[config.mk]
export PLATFORM = sky130hd
export DESIGN_NAME = ddr_init_seq
export DESIGN_NICKNAME = d
export VERILOG_FILES = /design/src/rtl/ddr_seq_pkg.sv /design/src/rtl/ddr_seq_straps.sv /design/src/rtl/ddr_seq_script.sv /design/src/rtl/ddr_seq_fsm.sv /design/src/rtl/ddr_init_seq.sv
export SDC_FILE = /design/constraint.sdc
export NUM_CORES = 1
export LEC_CHECK = 0
export BUFFER_PORTS_ARGS = -buffer_cell sky130_fd_sc_hd__clkbuf_2
export CORE_MARGIN = 1
export CORE_UTILIZATION = 40
export DETAILED_ROUTE_END_ITERATION = 12
export GPL_ROUTABILITY_DRIVEN = 0
export PLACE_DENSITY = 0.62
export SLEW_MARGIN = 10
export SYNTH_ARGS = -nofsm -noshare
export SYNTH_HDL_FRONTEND = slang
export SYNTH_SLANG_ARGS = --single-unit
[constraint.sdc]
create_clock -name clk -period 3.1 [get_ports clk]
set_input_delay 0.155 -clock clk [delete_from_list [all_inputs] [get_ports clk]]
set_output_delay 0.155 -clock clk [all_outputs]
set_load 0.03 [all_outputs]
[src/rtl/ddr_seq_pkg.sv]
package ddr_seq_pkg;

    localparam int CMD_W = 6;
    localparam int CFG_W = 3;

    // memory command one-hot codes
    localparam logic [CMD_W-1:0] CMD_NONE = 6'b000000;
    localparam logic [CMD_W-1:0] CMD_MRS  = 6'b000001;
    localparam logic [CMD_W-1:0] CMD_EMR  = 6'b000010;
    localparam logic [CMD_W-1:0] CMD_AREF = 6'b000100;
    localparam logic [CMD_W-1:0] CMD_PALL = 6'b001000;
    localparam logic [CMD_W-1:0] CMD_EMR2 = 6'b010000;
    localparam logic [CMD_W-1:0] CMD_EMR3 = 6'b100000;

    // configuration-write one-hot selects
    localparam logic [CFG_W-1:0] CFG_NONE = 3'b000;
    localparam logic [CFG_W-1:0] CFG_RFSH = 3'b001;
    localparam logic [CFG_W-1:0] CFG_TAP0 = 3'b010;
    localparam logic [CFG_W-1:0] CFG_TAP1 = 3'b100;

    // mode values
    localparam logic [15:0] D2_MODE_DLLRST = 16'h0100;
    localparam logic [15:0] D2_MODE_RUN    = 16'h0A33;
    localparam logic [15:0] D2_EMR_CAL_IN  = 16'h0382;
    localparam logic [15:0] D2_EMR_CAL_OUT = 16'h0402;
    localparam logic [15:0] D1_MODE_DLLRST = 16'h0133;
    localparam logic [15:0] D1_EMR_RUN     = 16'h0002;
    localparam logic [15:0] D1_MODE_RUN    = 16'h0033;

    localparam int RFSH_EN_BIT = 14;
    localparam int RFSH_CNT_MASK = 32'h3FF;

    localparam int D2_STEPS = 14;
    localparam int D1_STEPS = 8;
    localparam int IDX_W = $clog2(D2_STEPS);

    typedef enum logic [1:0] {
        ST_SAMPLE = 2'd0,
        ST_ISSUE  = 2'd1,
        ST_DONE   = 2'd2
    } seq_state_e;

endpackage

[src/rtl/ddr_seq_straps.sv]
module ddr_seq_straps (
    input  logic clk,
    input  logic rst_n,
    input  logic capture,
    input  logic ddr2_in,
    input  logic ref40_in,
    output logic ddr2_q,
    output logic ref40_q
);

    always_ff @(posedge clk or negedge rst_n) begin
        if (!rst_n) begin
            ddr2_q  <= 1'b0;
            ref40_q <= 1'b0;
        end else if (capture) begin
            ddr2_q  <= ddr2_in;
            ref40_q <= ref40_in;
        end
    end

endmodule

[src/rtl/ddr_seq_script.sv]
module ddr_seq_script
    import ddr_seq_pkg::*;
#(
    parameter int DATA_W      = 16,
    parameter int REF_CNT_40M = 624,
    parameter int REF_CNT_25M = 390,
    parameter int TAP_LANE0   = 8,
    parameter int TAP_LANE1   = 9
) (
    input  logic              ddr2,
    input  logic              ref40,
    input  logic [IDX_W-1:0]  idx,
    output logic [CMD_W-1:0]  cmd,
    output logic [CFG_W-1:0]  cfg,
    output logic [DATA_W-1:0] data,
    output logic              last
);

    localparam logic [DATA_W-1:0] RFSH_40 =
        DATA_W'((32'd1 << RFSH_EN_BIT) | (REF_CNT_40M & RFSH_CNT_MASK));
    localparam logic [DATA_W-1:0] RFSH_25 =
        DATA_W'((32'd1 << RFSH_EN_BIT) | (REF_CNT_25M & RFSH_CNT_MASK));
    localparam logic [DATA_W-1:0] TAP0_W = DATA_W'(TAP_LANE0);
    localparam logic [DATA_W-1:0] TAP1_W = DATA_W'(TAP_LANE1);

    logic [DATA_W-1:0] rfsh_word;
    logic [IDX_W-1:0]  cfg_base;
    logic [IDX_W-1:0]  rel;

    assign rfsh_word = ref40 ? RFSH_40 : RFSH_25;
    assign cfg_base  = ddr2 ? IDX_W'(D2_STEPS - 3) : IDX_W'(D1_STEPS - 3);
    assign rel       = idx - cfg_base;

    always_comb begin
        cmd  = CMD_NONE;
        cfg  = CFG_NONE;
        data = '0;
        last = 1'b0;
        if (idx >= cfg_base) begin
            // shared tail: refresh word, then lane taps
            unique case (rel)
                IDX_W'(0): begin cfg = CFG_RFSH; data = rfsh_word; end
                IDX_W'(1): begin cfg = CFG_TAP0; data = TAP0_W;    end
                IDX_W'(2): begin cfg = CFG_TAP1; data = TAP1_W; last = 1'b1; end
                default:   begin cfg = CFG_NONE; end
            endcase
        end else if (ddr2) begin
            unique case (idx)
                IDX_W'(0):  cmd = CMD_PALL;
                IDX_W'(1):  cmd = CMD_EMR2;
                IDX_W'(2):  cmd = CMD_EMR3;
                IDX_W'(3):  cmd = CMD_EMR;
                IDX_W'(4):  begin cmd = CMD_MRS; data = DATA_W'(D2_MODE_DLLRST); end
                IDX_W'(5):  cmd = CMD_PALL;
                IDX_W'(6):  cmd = CMD_AREF;
                IDX_W'(7):  cmd = CMD_AREF;
                IDX_W'(8):  begin cmd = CMD_MRS; data = DATA_W'(D2_MODE_RUN); end
                IDX_W'(9):  begin cmd = CMD_EMR; data = DATA_W'(D2_EMR_CAL_IN); end
                IDX_W'(10): begin cmd = CMD_EMR; data = DATA_W'(D2_EMR_CAL_OUT); end
                default:    cmd = CMD_NONE;
            endcase
        end else begin
            unique case (idx)
                IDX_W'(0): cmd = CMD_PALL;
                IDX_W'(1): begin cmd = CMD_MRS; data = DATA_W'(D1_MODE_DLLRST); end
                IDX_W'(2): begin cmd = CMD_EMR; data = DATA_W'(D1_EMR_RUN); end
                IDX_W'(3): cmd = CMD_PALL;
                IDX_W'(4): begin cmd = CMD_MRS; data = DATA_W'(D1_MODE_RUN); end
                default:   cmd = CMD_NONE;
            endcase
        end
    end

endmodule

[src/rtl/ddr_seq_fsm.sv]
module ddr_seq_fsm
    import ddr_seq_pkg::*;
(
    input  logic             clk,
    input  logic             rst_n,
    input  logic             ack,
    input  logic             last,
    output logic [IDX_W-1:0] idx,
    output logic             capture,
    output logic             issuing,
    output logic             done
);

    seq_state_e       state, state_nxt;
    logic [IDX_W-1:0] idx_nxt;

    always_ff @(posedge clk or negedge rst_n) begin
        if (!rst_n) begin
            state <= ST_SAMPLE;
            idx   <= '0;
        end else begin
            state <= state_nxt;
            idx   <= idx_nxt;
        end
    end

    always_comb begin
        state_nxt = state;
        idx_nxt   = idx;
        unique case (state)
            ST_SAMPLE: begin
                state_nxt = ST_ISSUE;
                idx_nxt   = '0;
            end
            ST_ISSUE: begin
                if (ack) begin
                    if (last) state_nxt = ST_DONE;
                    else      idx_nxt   = idx + IDX_W'(1);
                end
            end
            ST_DONE: begin
                state_nxt = ST_DONE;
            end
            default: begin
                state_nxt = ST_SAMPLE;
                idx_nxt   = '0;
            end
        endcase
    end

    always_comb begin
        capture = (state == ST_SAMPLE);
        issuing = (state == ST_ISSUE);
        done    = (state == ST_DONE);
    end

endmodule

[src/rtl/ddr_init_seq.sv]
module ddr_init_seq
    import ddr_seq_pkg::*;
#(
    parameter int DATA_W      = 16,
    parameter int REF_CNT_40M = 624,
    parameter int REF_CNT_25M = 390,
    parameter int TAP_LANE0   = 8,
    parameter int TAP_LANE1   = 9
) (
    input  logic              clk,
    input  logic              rst_n,
    input  logic              strap_ddr2,
    input  logic              strap_ref40,
    input  logic              ctl_ack,
    output logic [5:0]        mem_cmd,
    output logic [2:0]        cfg_sel,
    output logic [DATA_W-1:0] wr_data,
    output logic              seq_done
);

    logic              capture;
    logic              issuing;
    logic              running;
    logic              ddr2_q;
    logic              ref40_q;
    logic [IDX_W-1:0]  idx;
    logic [CMD_W-1:0]  s_cmd;
    logic [CFG_W-1:0]  s_cfg;
    logic [DATA_W-1:0] s_data;
    logic              s_last;

    ddr_seq_straps u_straps (
        .clk      (clk),
        .rst_n    (rst_n),
        .capture  (capture),
        .ddr2_in  (strap_ddr2),
        .ref40_in (strap_ref40),
        .ddr2_q   (ddr2_q),
        .ref40_q  (ref40_q)
    );

    ddr_seq_fsm u_fsm (
        .clk     (clk),
        .rst_n   (rst_n),
        .ack     (ctl_ack),
        .last    (s_last),
        .idx     (idx),
        .capture (capture),
        .issuing (issuing),
        .done    (seq_done)
    );

    ddr_seq_script #(
        .DATA_W      (DATA_W),
        .REF_CNT_40M (REF_CNT_40M),
        .REF_CNT_25M (REF_CNT_25M),
        .TAP_LANE0   (TAP_LANE0),
        .TAP_LANE1   (TAP_LANE1)
    ) u_script (
        .ddr2  (ddr2_q),
        .ref40 (ref40_q),
        .idx   (idx),
        .cmd   (s_cmd),
        .cfg   (s_cfg),
        .data  (s_data),
        .last  (s_last)
    );

    assign running = !capture;
    assign mem_cmd = issuing ? s_cmd  : '0;
    assign cfg_sel = issuing ? s_cfg  : '0;
    assign wr_data = issuing ? s_data : '0;

endmodule

==> flow_summary_export.csv <==
group,metric,value,unit
clocking,cts_buffer_depth,2,
global_routing,grt_pass1_wl,4.28,mm
sta,hold_viol_final,0,
clocking,numCtsBuffers,3,
global_routing,grtUsageMet2,35.0,%
place,post-place-cells,190,
route,first_iter_violations,25,
die,dieArea,0.00289,mm2
synthesis,async_reset_ff_share,100,%
synthesis,synth-edff-count,0,
layout,n_antenna_cell,0,
sta,maxSlewViolCount,0,
power_and_ir_drop,power.sequential.fraction,25.1,%
die,die_w,53.7,um
global_routing,met3_usage,0.847,%
die,rows,18,
sta,fin_setup_tns,0,ns
outcome,status,"finished, final reports clean",
clocking,cts.sinks,8,
clocking,cts_tree,"done",
synthesis,synth_mux_area_share,5.15,%
power_and_ir_drop,peakVddDrop,0.458,mV
layout,final_cell_mix,"27 x clkbuf_2, 15 x nand2_1, 12 x inv_1, 12 x nor2_1, 11 x ha_1",
global_routing,overflow,0,
layout,regArea,201,um2
global_routing,grt_pass1_vias,974,
setup_path,required,2.94,ns
route,route.vias.total,1111,
route,via_per_inst,5.73,
synthesis,synth-simple-area-share,25.5,%
place,port-buffer-count,27,
place,dp_hpwl,2.01,mm
synthesis,ys_seq_elements,8,
sta,setup_viol_count_final,0,
clocking,clk_pin_slew,0.06,ns
setup_path,path_class,"register to output pin",
synthesis,synth_cell_types,46,
clocking,post_cts_buffers,0,
setup_path,r2r_slack,0.56,ns
setup_path,worstSetupStartpointType,"register",
global_routing,busiest_layer,"met2",
sta,fmax,0.352,GHz
layout,area_growth,16.1,%
global_routing,grt_util_met1,26.3,%
power_and_ir_drop,p_int,0.356,mW
route,ant_nets,0,
sta,min_period_over_period,91.6,%
global_routing,antenna_found_initial,0,
power_and_ir_drop,p_leak,0.548,nW
sta,fin_ws,0.262,ns
die,start_util,42.8,%
clocking,htreeDepth,1,
route,route.detailed.drc,0,
sta,min_period,2.84,ns
sta,finalClockSkew,0.00230,ns
die,die_y,53.7,um
setup_path,crit_path_max_incr_delay,0.49,ns
layout,multi_input_area,776,um2
setup_path,end_kind,"output pin",
clocking,clkLatencyLatePin,0.26,ns
synthesis,ys.flop_type,"dfrtp_1",
route,detail_route.first_pass.iterations,4,
setup_path,slowest_stage,"dfrtp_2",
synthesis,synth_compound_area_share,26.7,%
clocking,clockRootBuffer,"clkbuf_4",
power_and_ir_drop,switching_share,53.3,%
layout,final_cell_count_no_fill,194,
route,wire_per_inst,13.6,um
die,io_pins,31,
synthesis,synth_area,0.00107,mm2
power_and_ir_drop,p_per_area,615,mW/mm2
layout,layout_commonest_cell,"clkbuf_2",
global_routing,grt_max_degree,17,
power_and_ir_drop,p_clk_share,10.9,%
power_and_ir_drop,design_power_total,0.764,mW
place,dp_slack,0.322,ns
layout,final_util,49.7,%
power_and_ir_drop,pwr-share-comb,64.0,%
synthesis,synth_xor_area_share,0.819,%
worst_hold_path,hold_class,"primary input to register",
synthesis,syn-instance-count,140,
route,drt_wl_total,2.65,mm
setup_path,worstPathArrival,2.68,ns
layout,fin_nets,182,
setup_path,cp_cell_sequence,"inv_1 > ha_1 > a211oi_2 > o21ba_2 > nand3_1 > nor4b_1 > clkbuf_2",
sta,grt_setup_unrepaired,"no",
layout,layout-drive-gt1-share,26.2,%
synthesis,ys_seq_area_share,18.7,%
layout,n_fill_cell,243,
global_routing,track_usage,20.2,%
setup_path,cp_max_fo,14,
synthesis,synth_top_family_by_area,"compound AO/OA/AOI/OAI gates",
synthesis,synth.avg_cell_area,7.64,um2
synthesis,yosys_warnings,0,
synthesis,synthAdderAreaFrac,12.9,%
job,drv_cap,0,
die,coreArea,0.00250,mm2
power_and_ir_drop,p_switching,0.407,mW
[final timing paths]
| check | from | to | cells past startpoint |
|---|---|---|---|
| min | strap_ref40 | u_straps.ref40_q | 2 |
| min in group asynchronous | rst_n | u_fsm.idx[1] | 2 |
| min reg2reg | u_fsm.state[1] | u_fsm.state[1] | 1 |
| max | u_straps.ddr2_q | mem_cmd[2] | 7 |
| max in group asynchronous | rst_n | u_straps.ddr2_q | 2 |
| max reg2reg | u_straps.ddr2_q | u_fsm.state[0] | 6 |
[cell families after synthesis]
kind of cell    Yosys count
flops                     8
fa+ha+maj                11
simple gates             54
compound gates           37
other cells               1
mux                       5
xor+xnor                  1
buf+inv                  23
[final cells by class]
type | count | area share [%]
Multi-Input combinational cell | 111 | 62.4
Sequential cell | 8 | 16.2
Timing Repair Buffer | 30 | 12.9
Tap cell | 30 | 3.02
Clock buffer | 3 | 1.81
Inverter | 12 | 3.63
[power by group through the flow]
stage	Sequential (mW)	Clock, mW	Combinational [mW]
floorplan	0.166	0	0.398
global placement	0.188	0	0.473
detailed placement	0.191	0	0.484
CTS	0.189	0.0860	0.487
global route	0.199	0.0877	0.543
finish	0.192	0.0830	0.489
[per-layer routing]
layer  wire length (um)  part of all wire (%)
met1               1220                    46
met2               1250                    47
met3                161                   6.1
met5                  0                     0
met4                 15                  0.57
[critical path: cells and delay by family (launching register included)]
| kind | cells | cell delay, ns |
|---|---|---|
| buffers and inverters | 2 | 0.42 |
| adder cells (fa/ha/maj) | 1 | 0.40 |
| AND/OR/NAND/NOR | 2 | 0.55 |
| AO/OA/AOI/OAI | 2 | 0.56 |
| flip-flops | 1 | 0.49 |
[what timing repair did]
action,in CTS,in global routing
endpoints found under the setup margin,0,5
gates resized for setup,0,2
endpoints found under the hold margin,8,0
hold buffers,1,0
[per-stage QoR]
stage / area, um2 / hold slack, ns
finish: 1240 / 0.129
global route: 1240 / 0.137
CTS: 1240 / 0.128
detailed placement: 1200 / 0.0163
global placement: 1200 / 0.0196
floorplan: 1080 / -0.141
[sequential cells by signal, summed over array words and instances (netlist names)]
name              cells
u_straps.ddr2_q       1
u_fsm.idx             4
u_fsm.state           2
u_straps.ref40_q      1
[cells in the mapped netlist, types with 2 or more instances]
cell	instances	area (um2)
ha_1	11	138
a211oi_1	3	22.5
mux2_2	2	22.5
o21ai_0	3	15.0
o21a_1	3	22.5
clkbuf_1	5	18.8
a31oi_1	2	12.5
o311ai_1	2	17.5
nor2b_1	2	12.5
nand3_1	4	20.0
inv_1	12	45.0
nor3_1	7	35.0
mux2_1	2	22.5
buf_4	5	37.5
a21o_1	2	15.0
a21oi_1	10	50.1
nor4_1	3	18.8
nand2b_1	2	12.5
nor2_1	12	45.0
dfrtp_1	8	200
nand2_1	15	56.3
(Power assumes the default switching activity.)
